`config.mk`:
```
export PLATFORM = sky130hd
export DESIGN_NAME = pq_page_port
export DESIGN_NICKNAME = d
export VERILOG_FILES = /design/src/rtl/pq_page_pkg.sv /design/src/rtl/pq_addr_decode.sv /design/src/rtl/pq_pair_step.sv /design/src/rtl/pq_pair_field.sv /design/src/rtl/pq_page_port.sv
export SDC_FILE = /design/constraint.sdc
export NUM_CORES = 1
export LEC_CHECK = 0
export BUFFER_PORTS_ARGS = -buffer_cell sky130_fd_sc_hd__buf_4
export CAP_MARGIN = 20
export CELL_PAD_IN_SITES_DETAIL_PLACEMENT = 0
export CELL_PAD_IN_SITES_GLOBAL_PLACEMENT = 1
export CORE_MARGIN = 3
export CORE_UTILIZATION = 31
export CTS_CLUSTER_DIAMETER = 200
export DETAILED_ROUTE_END_ITERATION = 10
export GPL_TIMING_DRIVEN = 0
export PLACE_DENSITY = 0.89
export SYNTH_ARGS = -nofsm -noshare
export SYNTH_HDL_FRONTEND = slang
export SYNTH_SLANG_ARGS = --single-unit
```
`constraint.sdc`:
```
create_clock -name clk -period 2.2 [get_ports clk]
set_clock_uncertainty 0.05 [all_clocks]
set_input_delay 0.22 -clock clk [delete_from_list [all_inputs] [get_ports clk]]
set_output_delay 0.22 -clock clk [all_outputs]
set_load 0.01 [all_outputs]
```
`src/rtl/pq_page_pkg.sv`:
```
package pq_page_pkg;

    localparam int ACC_BYTES = 8;
    localparam int DATA_W    = 64;

    typedef enum logic [2:0] {
        OP_NONE,
        OP_LD_EOI,
        OP_LD_GET,
        OP_LD_SET,
        OP_ST_TRIG,
        OP_ST_EOI
    } pq_op_e;

    typedef enum logic {
        ST_IDLE,
        ST_FETCH
    } port_st_e;

endpackage

```
`src/rtl/pq_addr_decode.sv`:
```
module pq_addr_decode
    import pq_page_pkg::*;
#(
    parameter int ADDR_W     = 20,
    parameter int PAGE_SHIFT = 16,
    localparam int QIDX_W    = ADDR_W - PAGE_SHIFT - 1
) (
    input  logic [ADDR_W-1:0] addr,
    input  logic              is_write,
    input  logic [3:0]        nbytes,
    input  logic              big_end,
    output logic [QIDX_W-1:0] qidx,
    output logic              odd_page,
    output pq_op_e            op,
    output logic [1:0]        set_val,
    output logic              reject
);

    logic [11:0] off;
    logic        shape_bad;
    logic        unused_addr_bits;

    assign off              = addr[11:0];
    assign qidx             = addr[ADDR_W-1:PAGE_SHIFT+1];
    assign odd_page         = addr[PAGE_SHIFT];
    assign set_val          = off[9:8];
    assign shape_bad        = (nbytes != 4'(ACC_BYTES)) || !big_end;
    assign unused_addr_bits = ^addr;

    always_comb begin
        op     = OP_NONE;
        reject = shape_bad;
        if (is_write) begin
            unique case (off[11:10])
                2'b00:   op = OP_ST_TRIG;
                2'b01:   op = OP_ST_EOI;
                default: reject = 1'b1;
            endcase
        end else if (!off[11]) begin
            op = OP_LD_EOI;
        end else if (!off[10]) begin
            op = OP_LD_GET;
        end else begin
            op = OP_LD_SET;
        end
        if (reject) begin
            op = OP_NONE;
        end
    end

endmodule

```
`src/rtl/pq_pair_step.sv`:
```
module pq_pair_step
    import pq_page_pkg::*;
(
    input  pq_op_e            op,
    input  logic [1:0]        set_val,
    input  logic [1:0]        old_pair,
    output logic [1:0]        new_pair,
    output logic              notify,
    output logic [DATA_W-1:0] ld_val
);

    always_comb begin
        new_pair = old_pair;
        notify   = 1'b0;
        ld_val   = '0;
        unique case (op)
            OP_LD_EOI, OP_ST_EOI: begin
                if (old_pair[0]) begin
                    new_pair = 2'b10;
                    notify   = 1'b1;
                end else begin
                    new_pair = 2'b00;
                end
                ld_val = DATA_W'(notify);
            end
            OP_LD_GET: begin
                ld_val = DATA_W'(old_pair);
            end
            OP_LD_SET: begin
                new_pair = set_val;
                ld_val   = DATA_W'(old_pair);
            end
            OP_ST_TRIG: begin
                unique case (old_pair)
                    2'b00: begin
                        new_pair = 2'b10;
                        notify   = 1'b1;
                    end
                    2'b01:   new_pair = 2'b01;
                    default: new_pair = 2'b11;
                endcase
            end
            default: ;
        endcase
    end

endmodule

```
`src/rtl/pq_pair_field.sv`:
```
module pq_pair_field #(
    parameter int DESC_W     = 32,
    parameter int NOTIFY_LSB = 16,
    parameter int ESCAL_LSB  = 18
) (
    input  logic [DESC_W-1:0] word,
    input  logic              odd_page,
    input  logic [1:0]        new_pair,
    output logic [1:0]        old_pair,
    output logic [DESC_W-1:0] merged
);

    always_comb begin
        merged = word;
        if (odd_page) begin
            old_pair                        = word[ESCAL_LSB+1:ESCAL_LSB];
            merged[ESCAL_LSB+1:ESCAL_LSB]   = new_pair;
        end else begin
            old_pair                        = word[NOTIFY_LSB+1:NOTIFY_LSB];
            merged[NOTIFY_LSB+1:NOTIFY_LSB] = new_pair;
        end
    end

endmodule

```
`src/rtl/pq_page_port.sv`:
```
module pq_page_port
    import pq_page_pkg::*;
#(
    parameter int ADDR_W     = 20,
    parameter int PAGE_SHIFT = 16,
    parameter int DESC_W     = 32,
    parameter int VALID_BIT  = 31,
    parameter int NOTIFY_LSB = 16,
    parameter int ESCAL_LSB  = 18,
    localparam int QIDX_W    = ADDR_W - PAGE_SHIFT - 1
) (
    input  logic              clk,
    input  logic              rst_n,
    input  logic              req_valid,
    output logic              req_ready,
    input  logic              req_write,
    input  logic [ADDR_W-1:0] req_addr,
    input  logic [3:0]        req_bytes,
    input  logic              req_big_endian,
    output logic              rsp_valid,
    output logic [63:0]       rsp_data,
    output logic              rsp_err,
    output logic              rsp_notify,
    output logic              desc_rd_req,
    output logic [QIDX_W-1:0] desc_rd_idx,
    input  logic              desc_rd_ack,
    input  logic              desc_found,
    input  logic [DESC_W-1:0] desc_rd_word,
    output logic              desc_wr_valid,
    output logic [QIDX_W-1:0] desc_wr_idx,
    output logic [DESC_W-1:0] desc_wr_word
);

    if (PAGE_SHIFT != 12 && PAGE_SHIFT != 16) begin : g_bad_page_shift
        $error("pq_page_port: PAGE_SHIFT must be 12 or 16");
    end

    typedef struct packed {
        port_st_e          st;
        logic [QIDX_W-1:0] qidx;
        logic              odd;
        pq_op_e            op;
        logic [1:0]        setv;
        logic              rd_req;
        logic              rsp_v;
        logic [63:0]       rsp_d;
        logic              rsp_err;
        logic              rsp_n;
        logic              wr_v;
        logic [QIDX_W-1:0] wr_idx;
        logic [DESC_W-1:0] wr_word;
    } port_state_t;

    port_state_t state_d, state_q;

    logic [QIDX_W-1:0] dec_qidx;
    logic              dec_odd;
    pq_op_e            dec_op;
    logic [1:0]        dec_setv;
    logic              dec_reject;

    logic [1:0]        fld_old;
    logic [1:0]        step_new;
    logic              step_notify;
    logic [63:0]       step_ld;
    logic [DESC_W-1:0] fld_merged;
    logic              desc_ok;
    logic              op_is_load;

    pq_addr_decode #(
        .ADDR_W    (ADDR_W),
        .PAGE_SHIFT(PAGE_SHIFT)
    ) u_decode (
        .addr    (req_addr),
        .is_write(req_write),
        .nbytes  (req_bytes),
        .big_end (req_big_endian),
        .qidx    (dec_qidx),
        .odd_page(dec_odd),
        .op      (dec_op),
        .set_val (dec_setv),
        .reject  (dec_reject)
    );

    pq_pair_field #(
        .DESC_W    (DESC_W),
        .NOTIFY_LSB(NOTIFY_LSB),
        .ESCAL_LSB (ESCAL_LSB)
    ) u_field (
        .word    (desc_rd_word),
        .odd_page(state_q.odd),
        .new_pair(step_new),
        .old_pair(fld_old),
        .merged  (fld_merged)
    );

    pq_pair_step u_step (
        .op      (state_q.op),
        .set_val (state_q.setv),
        .old_pair(fld_old),
        .new_pair(step_new),
        .notify  (step_notify),
        .ld_val  (step_ld)
    );

    assign desc_ok    = desc_found && desc_rd_word[VALID_BIT];
    assign op_is_load = (state_q.op == OP_LD_EOI) || (state_q.op == OP_LD_GET) ||
                        (state_q.op == OP_LD_SET);

    always_comb begin
        state_d       = state_q;
        state_d.rsp_v = 1'b0;
        state_d.wr_v  = 1'b0;
        unique case (state_q.st)
            ST_IDLE: begin
                if (req_valid) begin
                    if (dec_reject) begin
                        state_d.rsp_v   = 1'b1;
                        state_d.rsp_err = 1'b1;
                        state_d.rsp_n   = 1'b0;
                        state_d.rsp_d   = req_write ? 64'h0 : '1;
                    end else begin
                        state_d.st     = ST_FETCH;
                        state_d.rd_req = 1'b1;
                        state_d.qidx   = dec_qidx;
                        state_d.odd    = dec_odd;
                        state_d.op     = dec_op;
                        state_d.setv   = dec_setv;
                    end
                end
            end
            ST_FETCH: begin
                if (desc_rd_ack) begin
                    state_d.st     = ST_IDLE;
                    state_d.rd_req = 1'b0;
                    state_d.rsp_v  = 1'b1;
                    if (!desc_ok) begin
                        state_d.rsp_err = 1'b1;
                        state_d.rsp_n   = 1'b0;
                        state_d.rsp_d   = op_is_load ? '1 : 64'h0;
                    end else begin
                        state_d.rsp_err = 1'b0;
                        state_d.rsp_n   = step_notify;
                        state_d.rsp_d   = op_is_load ? step_ld : 64'h0;
                        if (step_new != fld_old) begin
                            state_d.wr_v    = 1'b1;
                            state_d.wr_idx  = state_q.qidx;
                            state_d.wr_word = fld_merged;
                        end
                    end
                end
            end
            default: state_d.st = ST_IDLE;
        endcase
    end

    always_ff @(posedge clk) begin
        if (!rst_n) begin
            state_q <= '0;
        end else begin
            state_q <= state_d;
        end
    end

    assign req_ready     = (state_q.st == ST_IDLE);
    assign rsp_valid     = state_q.rsp_v;
    assign rsp_data      = state_q.rsp_d;
    assign rsp_err       = state_q.rsp_err;
    assign rsp_notify    = state_q.rsp_n;
    assign desc_rd_req   = state_q.rd_req;
    assign desc_rd_idx   = state_q.qidx;
    assign desc_wr_valid = state_q.wr_v;
    assign desc_wr_idx   = state_q.wr_idx;
    assign desc_wr_word  = state_q.wr_word;

endmodule

```
==> results by group <==
Outcome
  – Status: complete, no violations

Yosys
  – Post-synth cell types: 41
  – Ys Warns: 0
  – Async SR Flop Fraction: 0%
  – Post-synthesis sequential area ratio: 34.0%
  – Syn avg cell area: 8.48 um^2
  – FF+latch count, synth: 53
  – List of most frequent post-synthesis cells: buf_4 (102), nand2_1 (74), dfxtp_1 (53)
  – Synthesized cell area: 0.00312 mm^2
  – Top cell type's share of synthesized area: 34.0%
  – Most used DFF post-synth: dfxtp_1
  – Area contributors post-synth: dfxtp_1 (34%), buf_4 (25%), mux2i_1 (13%)
  – Synth Instances: 368
  – Post-Syn Nets: 431
  – Most frequent cell after synthesis: buf_4
  – Post-synth top area cell: dfxtp_1
  – Number of flops mapped to enable cells by yosys: 0

STA
  – Final period util: 91.7%
  – Finish-stage setup viols: 0
  – Fin. Hold Viols: 0
  – Minimum clock period: 2.02 ns
  – Final TNS setup: 0 ns
  – RSZ-0062 raised after global routing: false
  – Worst relative slew slack: 33.2%
  – FMAX: 0.496 GHz
  – Worst slew pin tran: 1.00 ns
  – Max Slew Vio Count: 0

Power
  – P_sw: 506 uW
  – Pwr Total: 2.09 mW
  – Clock network power share: 33.6%
  – Combinational power share: 19.2%
  – Sequential fraction of design power: 47.2%
  – P per Cell Area: 455 mW/mm^2
  – Leak: 2.22 nW
  – Int Pwr: 1.58 mW
  – Worst vdd ir: 0.303 mV
  – Sw Share: 24.2%

Placement
  – HPWL Detailed: 6280 um
  – GP Congestion: 0.806
  – Port Buffers: 157

Drt
  – Drt wl/cell: 11.9 um
  – Drt first pass iters: 4
  – # DRC: 0
  – Via count: 2,736
  – Vias per inst: 4.13
  – Drt first-iter violations: 89
  – Post-Route WL: 7880 um
  – Final ANT Viol Nets: 0

Global route
  – GRT Total Usage: 13.3%
  – Largest net degree at the start of global routing: 64
  – GRT Residual Overflow: 0
  – Vias in the first global route: 2,556
  – Global-route wire length before repair: 12,300 um
  – Initial antenna violation count: 0

Clock tree
  – Clock transition at path regs: 0.10 ns
  – Root Buffer: clkbuf_8
  – Hold-fix buffers, CTS: 0
  – CTS Buffer Depth: 2
  – Setup bufs post-CTS: 0
  – H-tree levels: 2
  – PostCTS Resize Cnt: 0
  – Total CTS buffers: 5
  – Worst skew pair latency: 0.31 ns
  – Clk sink count: 53
  – CTS tree: yes

Critical path
  – Startpoint class of the critical path: flip-flop
  – WP buf/inv: 2
  – Max stage delay on crit path: 0.37 ns
  – CP Data Arrival Time: 2.17 ns
  – Crit path max fanout: 10
  – WP data required: 2.36 ns
  – Crit-path cells: buf_6, mux2i_2, nor2_1, o311ai_4, nand2_4, buf_6, o21a_1
  – Crit. End Element: flip-flop
  – CP delay by family, top: compound AO/OA/AOI/OAI gates
  – Slowest cell on the critical path: dfxtp_1
  – Critical Path Most Common Cell: buf_6
  – Critical path class: flip-flop to flip-flop

Floorplanning
  – IO Pins: 171
  – Initial core utilization: 32.8%
  – Die Area: 0.0113 mm^2
  – Die X: 106 um
  – Die height: 106 um
  – # rows: 35
  – Core ar.: 0.00950 mm^2

Final layout
  – # diodes: 0
  – Area grow syn2layout: 46.8%
  – Fraction of layout cells with a size suffix above 1: 52.9%
  – Fillers: 933
  – Final Net Count: 595

Job
  – # Max-Cap Violations: 0

Worst hold path
  – Hold crit path type: primary input to flip-flop
## worst reg2reg max path, cell delays in order (launching register included)
cell and delay (ns):
dfxtp_1 0.37, buf_6 0.15, mux2i_2 0.35, nor2_1 0.12, o311ai_4 0.33, nand2_4 0.17, buf_6 0.21, o21a_1 0.17
## state kept, by name, summed over array words and instances (netlist names)
name	cells
desc_wr_word	32
desc_rd_req	1
rsp_err	1
rsp_valid	1
desc_wr_valid	1
rsp_data	3
rsp_notify	1
state_q	7
desc_wr_idx	3
desc_rd_idx	3
## routing by layer
layer / global-route usage (%) / part of all wire [%]
met5: 0 / 0
met2: 23.2 / 50
met3: 3.70 / 6.1
met4: 2.96 / 0.82
met1: 16.3 / 43
## through the flow
step           std cells  setup WS, ns  cell area (um^2)  hold WS, ns  util, %
2_1_floorplan        368         0.358              3120        0.312        -
3_3_place_gp         654        0.0484              4460        0.393     46.9
3_5_place_dp         654         0.215              4460        0.397     47.0
4_1_cts              662         0.176              4580       0.0818     48.2
5_1_grt              662        0.0545              4580       0.0874     48.2
6_report             662         0.183              4580       0.0858     48.2
## worst paths after layout
path | start | to | slack (ns) | cells past startpoint
max | state_q[109]$_SDFFE_PN0P_ | desc_wr_word[31]$_SDFFE_PN0P_ | 0.18 | 7
min | req_addr[9] | state_q[105]$_SDFFE_PN0P_ | 0.09 | 3
max reg2reg | state_q[109]$_SDFFE_PN0P_ | desc_wr_word[31]$_SDFFE_PN0P_ | 0.18 | 7
min reg2reg | desc_wr_word[11]$_SDFFE_PN0P_ | desc_wr_word[11]$_SDFFE_PN0P_ | 0.41 | 2
## power groups by stage
| stage | sequential [mW] | combinational (mW) | clock [mW] |
|---|---|---|---|
| after floorplan | 1.00 | 0.200 | 0 |
| after global placement | 1.01 | 0.407 | 0 |
| after detailed placement | 1.01 | 0.406 | 0 |
| after CTS | 0.986 | 0.407 | 0.729 |
| after global routing | 0.989 | 0.436 | 0.764 |
| final | 0.985 | 0.400 | 0.700 |
## final cells by class
class	count	area, um^2	share of cell area, %
Multi-Input combinational cell	192	1180	25.8
Timing Repair Buffer	157	1180	25.7
Sequential cell	53	1060	23.2
Buffer	119	861	18.8
Tap cell	129	161	3.52
Clock buffer	6	82.6	1.80
Clock inverter	2	37.5	0.819
Inverter	4	15.0	0.328
## cells by family after synthesis
logic type             share of synthesized area, %
AO/OA/AOI/OAI                                  7.42
AND/OR/NAND/NOR                                15.9
buffers and inverters                          28.1
multiplexers                                   14.3
flip-flops                                     34.0
XOR/XNOR                                      0.281
## layout by cell type (no fill, tap or decap), drive strengths merged
cell / instances
a32oi: 1
o21ai: 5
mux2i: 42
and3b: 1
mux2: 2
a21oi: 9
o21a: 2
clkinv: 1
nand3: 2
o311ai: 1
and3: 2
dfxtp: 53
a211o: 1
nor2b: 1
nand4: 1
nor3: 7
bufinv: 1
a31o: 2
a2111oi: 1
clkbuf: 17
a311oi: 1
or3b: 1
clkinvlp: 1
buf: 265
inv: 3
xnor2: 1
nand2: 75
a31oi: 1
nor2: 21
nand3b: 1
o21bai: 2
and2: 1
nand2b: 3
nand4b: 1
a41oi: 1
o221a: 1
o211ai: 2
Note: power is estimated with default switching activity, not from simulation.
